## src/rtl/pwm_burst_pkg.sv

```systemverilog
package pwm_burst_pkg;

  localparam int CMD_HI_BASE    = 'h10;
  localparam int CMD_LO_BASE    = 'h11;
  localparam int CMD_BURST_BASE = 'h14;
  localparam int CMD_ENABLE     = 'h1F;

  typedef enum logic [1:0] {
    PH_IDLE = 2'd0,
    PH_HIGH = 2'd1,
    PH_LOW  = 2'd2
  } phase_e;

  function automatic logic [7:0] hi_code(input int c);
    return 8'(CMD_HI_BASE + 2 * c);
  endfunction

  function automatic logic [7:0] lo_code(input int c);
    return 8'(CMD_LO_BASE + 2 * c);
  endfunction

  function automatic logic [7:0] burst_code(input int c);
    return 8'(CMD_BURST_BASE + c);
  endfunction

endpackage

```

## src/rtl/pwm_timebase.sv

```systemverilog
module pwm_timebase #(
  parameter int TICK_DIV = 10000
) (
  input  logic clk,
  input  logic rst,
  input  logic restart,
  input  logic run,
  output logic tick
);
  localparam int SW = (TICK_DIV > 1) ? $clog2(TICK_DIV) : 1;
  localparam logic [SW-1:0] LAST = SW'(TICK_DIV - 1);

  logic [SW-1:0] sub;

  always_ff @(posedge clk) begin
    if (rst || restart || !run) begin
      sub <= '0;
    end else if (sub == LAST) begin
      sub <= '0;
    end else begin
      sub <= sub + SW'(1);
    end
  end

  assign tick = run && (sub == LAST);

  // the sub-unit counter is cleared on every restart, so durations are exact
  p_restart_clears_r5: assert property (@(posedge clk) disable iff (rst)
    restart |=> (sub == '0));

endmodule

```

## src/rtl/pwm_channel.sv

```systemverilog
module pwm_channel
  import pwm_burst_pkg::*;
#(
  parameter int VAL_W    = 16,
  parameter int TICK_DIV = 10000
) (
  input  logic             clk,
  input  logic             rst,
  input  logic             en,
  input  logic [VAL_W-1:0] hi_val,
  input  logic [VAL_W-1:0] lo_val,
  input  logic [VAL_W-1:0] burst_val,
  output logic             pwm_o,
  output logic             done_o
);
  localparam logic [VAL_W-1:0] ONE = VAL_W'(1);

  phase_e           phase;
  logic             en_q;
  logic [VAL_W-1:0] cnt;
  logic [VAL_W-1:0] lo_l;
  logic [VAL_W-1:0] burst_l;
  logic [VAL_W-1:0] periods;
  logic             start;
  logic             run;
  logic             tick;
  logic             last;
  logic             burst_end;

  assign start     = en && !en_q;
  assign run       = en && (phase != PH_IDLE);
  assign last      = (cnt <= ONE);
  assign burst_end = (burst_l != '0) && (periods == burst_l - ONE);

  pwm_timebase #(.TICK_DIV(TICK_DIV)) u_tb (
    .clk     (clk),
    .rst     (rst),
    .restart (start),
    .run     (run),
    .tick    (tick)
  );

  always_ff @(posedge clk) begin
    if (rst) begin
      phase   <= PH_IDLE;
      en_q    <= 1'b0;
      cnt     <= '0;
      lo_l    <= '0;
      burst_l <= '0;
      periods <= '0;
      pwm_o   <= 1'b0;
      done_o  <= 1'b0;
    end else begin
      en_q   <= en;
      done_o <= 1'b0;
      if (!en) begin
        phase <= PH_IDLE;
        pwm_o <= 1'b0;
      end else if (start) begin
        phase   <= PH_HIGH;
        pwm_o   <= 1'b1;
        cnt     <= hi_val;
        lo_l    <= lo_val;
        burst_l <= burst_val;
        periods <= '0;
      end else if (tick) begin
        unique case (phase)
          PH_HIGH: begin
            if (last) begin
              phase <= PH_LOW;
              pwm_o <= 1'b0;
              cnt   <= lo_l;
            end else begin
              cnt <= cnt - ONE;
            end
          end
          PH_LOW: begin
            if (!last) begin
              cnt <= cnt - ONE;
            end else if (burst_end) begin
              phase  <= PH_IDLE;
              pwm_o  <= 1'b0;
              done_o <= 1'b1;
            end else begin
              phase   <= PH_HIGH;
              pwm_o   <= 1'b1;
              cnt     <= hi_val;
              lo_l    <= lo_val;
              periods <= periods + ONE;
            end
          end
          default: pwm_o <= 1'b0;
        endcase
      end
    end
  end

  p_start_high_r5: assert property (@(posedge clk) disable iff (rst)
    start |=> pwm_o);

  p_disable_low_r8: assert property (@(posedge clk) disable iff (rst)
    !en |=> !pwm_o);

  p_done_low_r7: assert property (@(posedge clk) disable iff (rst)
    done_o |-> (!pwm_o && phase == PH_IDLE));

  p_done_single_r7: assert property (@(posedge clk) disable iff (rst)
    done_o |=> !done_o);

endmodule

```

## src/rtl/pwm_cfg_regs.sv

```systemverilog
module pwm_cfg_regs
  import pwm_burst_pkg::*;
#(
  parameter int NUM_CH = 2,
  parameter int VAL_W  = 16
) (
  input  logic                         clk,
  input  logic                         rst,
  input  logic                         cmd_valid,
  input  logic [7:0]                   cmd_code,
  input  logic [VAL_W-1:0]             cmd_param,
  input  logic                         rd_req,
  input  logic [7:0]                   rd_sel,
  input  logic [NUM_CH-1:0]            ch_done,
  output logic [NUM_CH-1:0][VAL_W-1:0] hi_val,
  output logic [NUM_CH-1:0][VAL_W-1:0] lo_val,
  output logic [NUM_CH-1:0][VAL_W-1:0] burst_val,
  output logic [NUM_CH-1:0]            en_mask,
  output logic                         rd_valid,
  output logic [VAL_W-1:0]             rd_data
);
  localparam logic [7:0] EN_CODE = 8'(CMD_ENABLE);

  logic [VAL_W-1:0] rd_next;

  always_ff @(posedge clk) begin
    if (rst) begin
      for (int c = 0; c < NUM_CH; c++) begin
        hi_val[c]    <= VAL_W'(1);
        lo_val[c]    <= VAL_W'(1);
        burst_val[c] <= '0;
      end
      en_mask <= '0;
    end else begin
      for (int c = 0; c < NUM_CH; c++) begin
        if (cmd_valid && cmd_code == hi_code(c))    hi_val[c]    <= cmd_param;
        if (cmd_valid && cmd_code == lo_code(c))    lo_val[c]    <= cmd_param;
        if (cmd_valid && cmd_code == burst_code(c)) burst_val[c] <= cmd_param;
      end
      if (cmd_valid && cmd_code == EN_CODE) begin
        en_mask <= cmd_param[NUM_CH-1:0] & ~ch_done;
      end else begin
        en_mask <= en_mask & ~ch_done;
      end
    end
  end

  always_comb begin
    rd_next = '0;
    for (int c = 0; c < NUM_CH; c++) begin
      if (rd_sel == hi_code(c))    rd_next = hi_val[c];
      if (rd_sel == lo_code(c))    rd_next = lo_val[c];
      if (rd_sel == burst_code(c)) rd_next = burst_val[c];
    end
    if (rd_sel == EN_CODE) rd_next = {{(VAL_W-NUM_CH){1'b0}}, en_mask};
  end

  always_ff @(posedge clk) begin
    if (rst) begin
      rd_valid <= 1'b0;
      rd_data  <= '0;
    end else begin
      rd_valid <= rd_req;
      if (rd_req) rd_data <= rd_next;
    end
  end

  p_rd_answer_r12: assert property (@(posedge clk) disable iff (rst)
    rd_req |=> rd_valid);

  generate
    for (genvar g = 0; g < NUM_CH; g++) begin : g_chk
      p_done_clears_r7: assert property (@(posedge clk) disable iff (rst)
        ch_done[g] |=> !en_mask[g]);
      p_hi_store_r2: assert property (@(posedge clk) disable iff (rst)
        (cmd_valid && cmd_code == hi_code(g)) |=> (hi_val[g] == $past(cmd_param)));
    end
  endgenerate

endmodule

```

## src/rtl/pwm_burst_gen.sv

```systemverilog
module pwm_burst_gen #(
  parameter int NUM_CH   = 2,
  parameter int VAL_W    = 16,
  parameter int TICK_DIV = 10000
) (
  input  logic              clk,
  input  logic              rst,
  input  logic              cmd_valid,
  input  logic [7:0]        cmd_code,
  input  logic [VAL_W-1:0]  cmd_param,
  input  logic              rd_req,
  input  logic [7:0]        rd_sel,
  output logic              rd_valid,
  output logic [VAL_W-1:0]  rd_data,
  output logic [NUM_CH-1:0] pwm_out
);
  logic [NUM_CH-1:0][VAL_W-1:0] hi_val;
  logic [NUM_CH-1:0][VAL_W-1:0] lo_val;
  logic [NUM_CH-1:0][VAL_W-1:0] burst_val;
  logic [NUM_CH-1:0]            en_mask;
  logic [NUM_CH-1:0]            ch_done;

  pwm_cfg_regs #(.NUM_CH(NUM_CH), .VAL_W(VAL_W)) u_cfg (
    .clk       (clk),
    .rst       (rst),
    .cmd_valid (cmd_valid),
    .cmd_code  (cmd_code),
    .cmd_param (cmd_param),
    .rd_req    (rd_req),
    .rd_sel    (rd_sel),
    .ch_done   (ch_done),
    .hi_val    (hi_val),
    .lo_val    (lo_val),
    .burst_val (burst_val),
    .en_mask   (en_mask),
    .rd_valid  (rd_valid),
    .rd_data   (rd_data)
  );

  generate
    for (genvar c = 0; c < NUM_CH; c++) begin : g_ch
      pwm_channel #(.VAL_W(VAL_W), .TICK_DIV(TICK_DIV)) u_ch (
        .clk       (clk),
        .rst       (rst),
        .en        (en_mask[c]),
        .hi_val    (hi_val[c]),
        .lo_val    (lo_val[c]),
        .burst_val (burst_val[c]),
        .pwm_o     (pwm_out[c]),
        .done_o    (ch_done[c])
      );

      // an idle, disabled channel never drives its output high
      p_chan_iso_r10: assert property (@(posedge clk) disable iff (rst)
        (!en_mask[c] && !pwm_out[c]) |=> !pwm_out[c]);
    end
  endgenerate

endmodule

```

## config.mk

```make
export PLATFORM = sky130hd
export DESIGN_NAME = pwm_burst_gen
export DESIGN_NICKNAME = d
export VERILOG_FILES = /design/src/rtl/pwm_burst_pkg.sv /design/src/rtl/pwm_timebase.sv /design/src/rtl/pwm_channel.sv /design/src/rtl/pwm_cfg_regs.sv /design/src/rtl/pwm_burst_gen.sv
export SDC_FILE = /design/constraint.sdc
export NUM_CORES = 1
export LEC_CHECK = 0
export CAP_MARGIN = 20
export CORE_MARGIN = 4
export CORE_UTILIZATION = 30
export DETAILED_ROUTE_END_ITERATION = 8
export REMOVE_ABC_BUFFERS = 1
export SLEW_MARGIN = 10
export SYNTH_ARGS = -nofsm -noshare
export SYNTH_HDL_FRONTEND = slang
export SYNTH_SLANG_ARGS = --single-unit
```

## constraint.sdc

```tcl
create_clock -name clk -period 4.3 [get_ports clk]
set_clock_uncertainty 0.05 [all_clocks]
set_input_delay 0.645 -clock clk [delete_from_list [all_inputs] [get_ports clk]]
set_output_delay 0.645 -clock clk [all_outputs]
set_load 0.03 [all_outputs]
```

==> summary.md, run 1 <==
| Metric | Value |
|---|---|
| Transition time at the pin with the least slew margin | `1.08 ns` |
| H-Tree Depth | `1` |
| Status | `complete, no violations` |
| Top FF cell, synth | `dfxtp_1` |
| Hold-fix buffers, CTS | `0` |
| Detail Route Antenna Nets | `0` |
| Reg area | `roughly 0.0056 mm2` |
| Port Buf Inserts | `between 50 and 60` |
| Vias/cell | `about 5.4` |
| Crit start category | `flop` |
| Clock buffer depth | `3` |
| Max IR drop VDD | `approximately 0.22 mV` |
| Root buffer cell | `clkbuf_16` |
| WS Path Type | `reg2reg` |
| Final worst path period need | `around 3.6 ns` |
| First-pass GRT wire length | `roughly 69000 um` |
| Most frequent cell after synthesis | `nand2_1` |
| Die area | `approximately 0.051 mm2` |
| Grt total ovfl | `0` |
| Total of max-cap violations | `0` |
| Vias in the first global route | `between 10000 and 15000` |
| Fmax | `around 280 MHz` |
| First-iteration detailed-routing DRC count | `about 1000` |
| Starting Density | `30.5%` |
| Hpwl dp | `a little over 30000 um` |
| Core region area | `roughly 0.047 mm2` |
| Critical Path Fanout Max | `11` |
| Syn avg cell area | `just over 8 um2` |
| Ant diodes | `0` |
| Area share of the largest cell type after synthesis | `between 30% and 40%` |
| TritonCTS clock tree | `built` |
| Slew HR | `approximately 28%` |
| Crit path required time | `roughly 4.7 ns` |
| Period utilization | `approximately 84%` |
| Fillers | `approximately 4800` |
| DRC Markers | `0` |
| Area growth, synth to finish | `14.7%` |
| Rows | `between 70 and 80` |
| Syn Std Cell Area | `0.0143 mm2` |
| Post-CTS sizing | `0` |
| Ys async rst share | `0%` |
| Pin count of the biggest net entering global routing | `90` |
| RSZ-0062 raised after global routing | `false` |
| Fin nets | `between 1500 and 2000` |
| WL/cell | `~18 um` |
| P_leak | `6.10 nW` |
| Register bit total from synthesis | `281` |
| CP arrival | `around 4 ns` |
| Top cells by area, synth | `dfxtp_1 (39%), nand2_1 (8.1%), mux2i_1 (6.9%), a21oi_1 (5.4%), nor2_1 (3.9%)` |
| Sequential fraction of the synthesis area | `approximately 40%` |
| Post-synth EDFFs | `0` |
| Hold Path Class | `reg2reg` |
| DR vias | `around 13000` |
| Cells after Synth | `roughly 1800` |
| Share of layout cells above drive strength 1 | `~7%` |
| Initial antenna violation count | `0` |
| Area leader, netlist | `dfxtp_1` |
| Chip width | `227 um` |
| Setup TNS Final | `0 ns` |
| Total track usage | `16.5%` |
| DRT Pass-1 Iters | `5` |
| Clk sinks | `around 280` |
| Synth cell types | `79` |
| Multi-input gate area | `slightly above 0.008 mm2` |
| Synth top cells by count | `nand2_1 (308), dfxtp_1 (281), a21oi_1 (155)` |
| Setup crit end kind | `flop` |
| Post-CTS setup buffers | `0` |
| Final hold vios | `0` |
| GPL Wtd Cong | `~0.9` |
| Pwr Density | `340 mW/mm2` |
| Die Span Y | `between 200 and 250 um` |
| Drt total wl | `43100 um` |
| PnR worst setup slack | `between 0.6 and 0.7 ns` |
| Place WS | `between 0.7 and 0.8 ns` |
| Endpoints failing setup | `0` |
| Skew-Pair Late Insertion Delay | `approximately 0.57 ns` |
| Synth warnings | `0` |
| Max Transition Viols Final | `0` |
| CTS clk-pin slew, worst paths | `~0.07 ns` |
| TritonCTS buffer count | `30` |
| Io pins | `55` |
layer usage:
layer  vias to the layer above  global-route usage, %  wire, um
met5                         -                      0         0
met4                         0                   5.36      1260
met3                        70                   2.24      2500
met2                       362                   25.0     18400
met1                      6182                   24.4     21000
li1                       6301                      -         -
metrics by stage:
stage	cells	hold slack, ns	total power, mW	instance area, um2	utilization [%]
floorplan	1641	0.323	2.73	13800	-
global placement	2330	0.332	2.87	15400	32.8
detailed placement	2330	0.337	2.87	15400	32.8
CTS	2386	0.348	5.66	16400	35.0
global route	2386	0.363	5.79	16400	35.0
finish	2386	0.342	5.60	16400	35.0
layout by cell type, fill, tap and decap left out, types with 7 or more instances in the layout:
cell type and count:
o22ai_1 7, buf_4 28, o31ai_1 7, nand2_1 308, clkbuf_8 7, clkinv_2 7, a211oi_1 32, nand3_1 53
and2_1 13, clkbuf_16 31, a22oi_1 8, nor3_1 46, or3_1 23, nor2_1 149, clkdlybuf4s50_1 52, xnor2_1 46
mux4_2 7, a221oi_1 7, nor2b_1 9, nor4_1 18, o21ai_0 59, a2111oi_0 7, dfxtp_1 281, xor2_1 46
a222oi_1 7, a31oi_1 19, and3_1 23, a21oi_1 155, or4_1 11, ha_1 16, nor3b_1 8, inv_1 23
nand4_1 32, mux2i_1 99, o211ai_1 7
power breakdown:
| group | total, mW | leakage, nW | switching [mW] | internal (mW) |
|---|---|---|---|---|
| clock network | 2.79 | 0.528 | 1.11 | 1.68 |
| logic | 0.197 | 3.31 | 0.131 | 0.0655 |
| registers | 2.62 | 2.26 | 0.00643 | 2.61 |
| total | 5.60 | 6.10 | 1.25 | 4.35 |
registers in the layout, summed over array words and instances, names as in the netlist:
signal	count
u_cfg.burst_val	32
g_ch.u_ch.burst_l	32
u_cfg.rd_data	16
g_ch.u_ch.done_o	2
u_cfg.lo_val	32
g_ch.u_ch.en_q	2
u_cfg.en_mask	2
u_cfg.rd_valid	1
g_ch.u_ch.pwm_o	2
g_ch.u_ch.lo_l	32
g_ch.u_ch.phase	4
g_ch.u_ch.periods	32
g_ch.u_ch.cnt	32
u_cfg.hi_val	32
g_ch.u_ch.u_tb.sub	28
cells by family after synthesis:
family          synth area share (%)
fa+ha+maj                       1.40
flops                           39.2
compound gates                  17.0
buf+inv                         4.11
xor+xnor                        5.62
simple gates                    24.2
mux                             8.48
critical path, stage by stage, from the launching register on:
cell and delay [ns]:
dfxtp_1 0.37, inv_1 0.08, ha_1 0.21, or3b_2 0.48, xnor2_1 0.17, a2111oi_0 0.45, nand4_1 0.37, o41ai_4 0.57
and2_0 0.36, buf_4 0.25, a211oi_1 0.09
path summary, 6_finish.rpt:
check | to | cells past startpoint | startpoint | slack (ns)
max | g_ch[0].u_ch.cnt[0] | 10 | g_ch[0].u_ch.burst_l[0] | 0.69
min reg2reg | u_cfg.en_mask[0] | 1 | g_ch[0].u_ch.done_o | 0.34
max reg2reg | g_ch[0].u_ch.cnt[0] | 10 | g_ch[0].u_ch.burst_l[0] | 0.69
min | u_cfg.en_mask[0] | 1 | g_ch[0].u_ch.done_o | 0.34
cell type report:
cell class	count	area share [%]
multi-input combinational	1336	49.6
sequential	281	34.2
clock buffer	43	5.42
tap	607	4.62
timing repair buffer	82	4.54
clock inverter	13	1.06
inverter	24	0.548
(Power assumes the default switching activity.)
==> run 2: changes to the inputs <==
==> constraint.sdc (replaced) <==
create_clock -name clk -period 3.5 [get_ports clk]
set_clock_uncertainty 0.05 [all_clocks]
set_input_delay 0.525 -clock clk [delete_from_list [all_inputs] [get_ports clk]]
set_output_delay 0.525 -clock clk [all_outputs]
set_load 0.03 [all_outputs]
==> run 2 against run 1 <==
- register-to-register slack got worse by 0.38 ns
- clock-buffer cell count is 6 lower
- clock power is 21% higher
- cell count increased by 0.75%
- first-iteration DRC count grew 9.8%
- hold slack got worse by 0.12 ns
- setup slack lost 0.38 ns
- core utilization rose by 0.37 points
- sequential power grew 23%
==> summary.md, run 2 (synthesized netlist as in run 1, its figures left out) <==
| Metric | Value |
|---|---|
| GPL Wtd Cong | `0.882 (unchanged)` |
| Status | `complete, no violations` |
| Detail Route Antenna Nets | `0 (unchanged)` |
| Clock buffer depth | `3 (unchanged)` |
| Most frequent cells in the layout | `nand2_1 (308), dfxtp_1 (281), a21oi_1 (155)` |
| First-pass GRT wire length | `68300 um (-1.3%)` |
| Multi-input gate area | `0.00817 mm2 (about the same)` |
| Critical Path Fanout Max | `23 (+12)` |
| Hold-fix buffers, CTS | `0 (unchanged)` |
| Transition time at the pin with the least slew margin | `0.940 ns (-0.138 ns)` |
| DRC Markers | `0 (unchanged)` |
| Chip width | `227 um (unchanged)` |
| Cell-internal power | `5.33 mW (+22%)` |
| RSZ-0062 raised after global routing | `false` |
| Setup crit end kind | `flop` |
| Crit path required time | `3.93 ns (-0.73 ns)` |
| Total track usage | `16.3% (-0.24 points)` |
| Fin nets | `1828 (+1.2%)` |
| Final Core Density | `35.4% (+0.37 points)` |
| Io pins | `55 (unchanged)` |
| Final hold slack | `0.218 ns (-0.124 ns)` |
| Fin cells | `2404 (+0.75%)` |
| Port Buf Inserts | `54 (unchanged)` |
| Pwr Density | `411 mW/mm2 (+21%)` |
| Initial antenna violation count | `0 (unchanged)` |
| Final hold vios | `0 (unchanged)` |
| Area growth, synth to finish | `15.9%` |
| Grt total ovfl | `0 (unchanged)` |
| Hold Startpoint | `rst` |
| Clock group share of total power | `49.4% (-0.4 points)` |
| Slew HR | `37.1% (+9.2 points)` |
| Max IR drop VDD | `0.348 mV (+57%)` |
| Share of layout cells above drive strength 1 | `8.07% (+1.0 points)` |
| Worst R2R Start | `g_ch[1].u_ch.burst_l[0]` |
| Worst setup startpoint | `g_ch[1].u_ch.burst_l[0]` |
| Hold Path Class | `in2reg` |
| Ant diodes | `0 (unchanged)` |
| Reg area | `0.00563 mm2 (unchanged)` |
| Endpoints failing setup | `0 (unchanged)` |
| Crit start category | `flop` |
| Pwr Total | `6.83 mW (+22%)` |
| H-Tree Depth | `1 (unchanged)` |
| Total of max-cap violations | `0 (unchanged)` |
| Period utilization | `91.3% (+7.3 points)` |
| P_leak | `6.21 nW (+1.7%)` |
| Fillers | `4828 (-0.39%)` |
| Clk sinks | `281 (unchanged)` |
| Hpwl dp | `30300 um (-0.75%)` |
| DRT Pass-1 Iters | `7 (+2)` |
| Skew-Pair Late Insertion Delay | `0.56 ns (about the same)` |
| Placed Instances | `2352 (+0.94%)` |
| WL/cell | `17.8 um (-1.7%)` |
| DR vias | `12916 (+0.0077%)` |
| CTS clk-pin slew, worst paths | `0.06 ns (about the same)` |
| Rows | `79 (unchanged)` |
| Core region area | `0.0470 mm2 (unchanged)` |
| Max Transition Viols Final | `0 (unchanged)` |
| Drt total wl | `42700 um (-0.94%)` |
| Die Span Y | `227 um (unchanged)` |
| Psw | `1.50 mW (+20%)` |
| Combinational cell fraction of total power | `3.6% (about the same)` |
| WS Path Type | `reg2reg` |
| Setup TNS Final | `0 ns (unchanged)` |
| Vias in the first global route | `12462 (+0.69%)` |
| Net Sw Frac | `22.0% (-0.30 points)` |
| Die area | `0.0514 mm2 (unchanged)` |
| Flop pwr share | `47.0% (+0.3 points)` |
| Root buffer cell | `clkbuf_16` |
| CP arrival | `3.63 ns (-0.34 ns)` |
| First-iteration detailed-routing DRC count | `1122 (+9.8%)` |
| Fmax | `313 MHz (+13%)` |
| Pin count of the biggest net entering global routing | `69 (-23%)` |
| Post-CTS setup buffers | `0 (unchanged)` |
| TritonCTS clock tree | `built` |
| TritonCTS buffer count | `29 (-3.3%)` |
| Vias/cell | `5.37 (-0.74%)` |
| Starting Density | `30.5% (unchanged)` |
| Commonest non-fill, non-tap cell in the layout | `nand2_1` |
| Final worst path period need | `3.20 ns (-0.417 ns)` |
==> run 2: final cells by class <==
| class | count | area share [%] |
|---|---|---|
| sequential | 281 | 33.8 |
| clock buffer | 37 | 4.79 |
| timing repair buffer | 104 | 5.71 |
| tap | 607 | 4.57 |
| inverter | 24 | 0.542 |
| multi-input combinational | 1336 | 49.1 |
| clock inverter | 15 | 1.41 |
==> run 2: worst paths after layout <==
path                                  end  cells after the start  slack, ns
setup / recovery  g_ch[1].u_ch.periods[4]                     10       0.30
hold / removal    g_ch[0].u_ch.periods[1]                      2       0.22
setup reg to reg  g_ch[1].u_ch.periods[4]                     10       0.30
hold reg to reg          u_cfg.en_mask[1]                      1       0.35
==> run 2: critical path: stages (launching register included) <==
cell	delay [ns]
dfxtp_1	0.51
inv_1	0.09
ha_1	0.30
o21ba_2	0.22
a221oi_1	0.49
nor2_1	0.12
a2111oi_2	0.48
a41oi_2	0.25
buf_4	0.28
nand4_1	0.13
mux2i_1	0.19
==> run 2: stage by stage <==
stage | area (um2) | worst slack [ns]
2_1_floorplan | 13800 | -0.772
3_5_place_dp | 15600 | 0.303
6_report | 16600 | 0.305
3_3_place_gp | 15600 | 0.297
4_1_cts | 16600 | 0.279
5_1_grt | 16600 | 0.0607
==> run 2: power by group through the flow <==
stage          registers (mW)  clock network (mW)  logic, mW
2_1_floorplan            3.29                   0     0.0651
3_3_place_gp             3.28                   0      0.242
3_5_place_dp             3.28                   0      0.243
4_1_cts                  3.21                3.46      0.244
5_1_grt                  3.21                3.56      0.262
6_report                 3.21                3.38      0.244
==> run 2: layer usage <==
metal	part of all wire, %	global-route usage, %	vias to the layer above
met3	7.8	3.42	69
li1	-	-	6326
met5	0	0	-
met1	46	23.1	6097
met2	42	24.7	424
met4	3.4	5.54	0
==> run 2: what timing repair did <==
action / CTS / global route
endpoints found under the hold margin: 0 / 0
gates resized for setup: 0 / 1
setup endpoints to repair: 0 / 12
==> run 3: changes to the inputs <==
--- a/config.mk
+++ b/config.mk
@@ -9,6 +9,8 @@
 export CORE_MARGIN = 4
 export CORE_UTILIZATION = 30
 export DETAILED_ROUTE_END_ITERATION = 8
+export MAX_ROUTING_LAYER = met4
+export PLACE_DENSITY = 0.54
 export REMOVE_ABC_BUFFERS = 1
 export SLEW_MARGIN = 10
 export SYNTH_ARGS = -nofsm -noshare
==> run 3 against run 2 <==
- via count about the same
- die area is the same
- clock-buffer cell count increased by 12
- hold slack better by 0.096 ns
- global-route usage is 1.1 points higher
- core utilization is 0.44 points higher
- non-clock buffer count up 10
- clock power rose by 7.1%
- maximum frequency down 1.4%
==> summary.md, run 3 (synthesized netlist as in run 1, its figures left out) <==
| Metric | Value |
|---|---|
| Hold-fix buffers, CTS | `0 (unchanged)` |
| GPL Wtd Cong | `0.876 (-0.76%)` |
| RSZ-0062 raised after global routing | `false` |
| Design area | `0.0168 mm2 (+1.2%)` |
| CP arrival | `3.58 ns (-0.05 ns)` |
| CTS clk-pin slew, worst paths | `0.06 ns (about the same)` |
| Total track usage | `17.4% (+1.1 points)` |
| Flop pwr share | `45.4% (-1.6 points)` |
| Pwr Density | `420 mW/mm2 (+2.3%)` |
| Setup crit end kind | `flop` |
| Commonest non-fill, non-tap cell in the layout | `nand2_1` |
| First-pass GRT wire length | `70000 um (+2.5%)` |
| Starting Density | `30.5% (unchanged)` |
| Placed cell areas | `0.0157 mm2 (+0.56%)` |
| WL/cell | `18.2 um (+2.2%)` |
| Port Buf Inserts | `54 (unchanged)` |
| Crit path required time | `3.84 ns (-0.09 ns)` |
| Fmax | `309 MHz (-1.4%)` |
| Clk sinks | `281 (unchanged)` |
| WS Path Type | `reg2reg` |
| Die Span Y | `227 um (unchanged)` |
| Combinational cell fraction of total power | `3.5% (about the same)` |
| Max IR drop VDD | `0.352 mV (+1.3%)` |
| Drt total wl | `44000 um (+3.1%)` |
| TritonCTS clock tree | `built` |
| Slew HR | `36.1% (-1.0 points)` |
| Area growth, synth to finish | `17.3%` |
| Psw | `1.57 mW (+4.7%)` |
| DR vias | `12921 (+0.039%)` |
| First-iteration detailed-routing DRC count | `869 (-23%)` |
| Clock buffer depth | `3 (unchanged)` |
| Grt total ovfl | `0 (unchanged)` |
| Final hold slack | `0.314 ns (+0.0959 ns)` |
| Vias in the first global route | `12426 (-0.29%)` |
| Io pins | `55 (unchanged)` |
| H-Tree Depth | `2 (+1)` |
| Transition time at the pin with the least slew margin | `0.955 ns (+0.0149 ns)` |
| Fin nets | `1843 (+0.82%)` |
| Die area | `0.0514 mm2 (unchanged)` |
| Core region area | `0.0470 mm2 (unchanged)` |
| Root buffer cell | `clkbuf_16` |
| Initial antenna violation count | `0 (unchanged)` |
| TritonCTS buffer count | `34 (+17%)` |
| Chip width | `227 um (unchanged)` |
| Ant diodes | `0 (unchanged)` |
| Period utilization | `92.6% (+1.3 points)` |
| Endpoints failing setup | `0 (unchanged)` |
| Hold Path Class | `in2reg` |
| P_leak | `6.32 nW (+1.8%)` |
| Most frequent cells in the layout | `nand2_1 (308), dfxtp_1 (281), a21oi_1 (155)` |
| Detail Route Antenna Nets | `0 (unchanged)` |
| Pwr Total | `7.08 mW (+3.6%)` |
| Cell-internal power | `5.50 mW (+3.2%)` |
| Hpwl dp | `31500 um (+3.7%)` |
| Vias/cell | `5.33 (-0.75%)` |
| DRC Markers | `0 (unchanged)` |
| Status | `complete, no violations` |
| DRT Pass-1 Iters | `5 (-2)` |
| Skew-Pair Late Insertion Delay | `0.52 ns (-0.04 ns)` |
| Clock group share of total power | `51.1% (+1.7 points)` |
| Share of layout cells above drive strength 1 | `8.87% (+0.80 points)` |
| Final worst path period need | `3.24 ns (+0.0457 ns)` |
| Rows | `79 (unchanged)` |
| Setup TNS Final | `0 ns (unchanged)` |
| R2R Setup Slk | `0.26 ns (-0.05 ns)` |
| Final hold vios | `0 (unchanged)` |
| Max Transition Viols Final | `0 (unchanged)` |
| Critical Path Fanout Max | `15 (-35%)` |
| Total of max-cap violations | `0 (unchanged)` |
| Pin count of the biggest net entering global routing | `155 (+120%)` |
| Net Sw Frac | `22.2% (+0.25 points)` |
| Crit start category | `flop` |
## run 3: changes by cell type in the layout (fill, tap and decap cells not counted), moves of 2 or more
| cell | change |
|---|---|
| clkbuf_1 | +3 |
| bufinv_16 | -3 |
| clkbuf_16 | +6 |
| buf_4 | +9 |
| inv_6 | +2 |
| clkbuf_8 | +3 |
## run 3: layout make-up
type                       count  area [um2]
sequential                   281        5630
tap                          607         759
inverter                      24        90.1
timing repair buffer         114        1040
clock inverter                12         149
fill                        4843       30100
clock buffer                  49         998
multi-input combinational   1336        8170
## run 3: worst paths after layout
| check | start | to | depth (start not counted) |
|---|---|---|---|
| setup reg to reg | g_ch[1].u_ch.burst_l[0] | g_ch[1].u_ch.cnt[7] | 10 |
| setup / recovery | g_ch[1].u_ch.burst_l[0] | g_ch[1].u_ch.cnt[7] | 10 |
| hold / removal | rst | u_cfg.hi_val[21] | 2 |
| hold reg to reg | g_ch[0].u_ch.done_o | u_cfg.en_mask[0] | 1 |
## run 3: power by group through the flow
stage	Clock (mW)	Combinational [mW]	Sequential, mW
2_1_floorplan	0	0.0651	3.29
3_3_place_gp	0	0.245	3.28
3_5_place_dp	0	0.246	3.28
4_1_cts	3.71	0.247	3.21
5_1_grt	3.84	0.262	3.21
6_report	3.62	0.247	3.21
## run 3: critical path, cell delays in order, from the launching register on
cell	delay [ns]
dfxtp_1	0.34
inv_1	0.07
ha_1	0.26
nor3b_1	0.48
o211ai_1	0.16
a211oi_1	0.34
a2bb2oi_1	0.33
a41o_1	0.51
buf_4	0.24
nor3b_1	0.25
nor3_1	0.08
## run 3: layer usage
| metal | part of all wire [%] | vias up | track usage, % |
|---|---|---|---|
| li1 | - | 6358 | - |
| met1 | 48 | 6191 | 24.1 |
| met2 | 45 | 305 | 26.7 |
| met3 | 4.6 | 67 | 2.38 |
| met4 | 2.4 | 0 | 4.65 |
| met5 | 0 | - | - |
## run 3: repair_timing
item,CTS,global route
setup endpoints to repair,0,37
resized for setup,0,3
buffers inserted,0,0
## run 3: stage by stage
step,setup WS (ns),instances,util (%)
finish,0.259,2423,35.8
global route,0.0284,2423,35.8
CTS,0.241,2423,35.8
detailed placement,0.248,2362,33.4
global placement,0.272,2362,33.4
floorplan,-0.772,1641,-
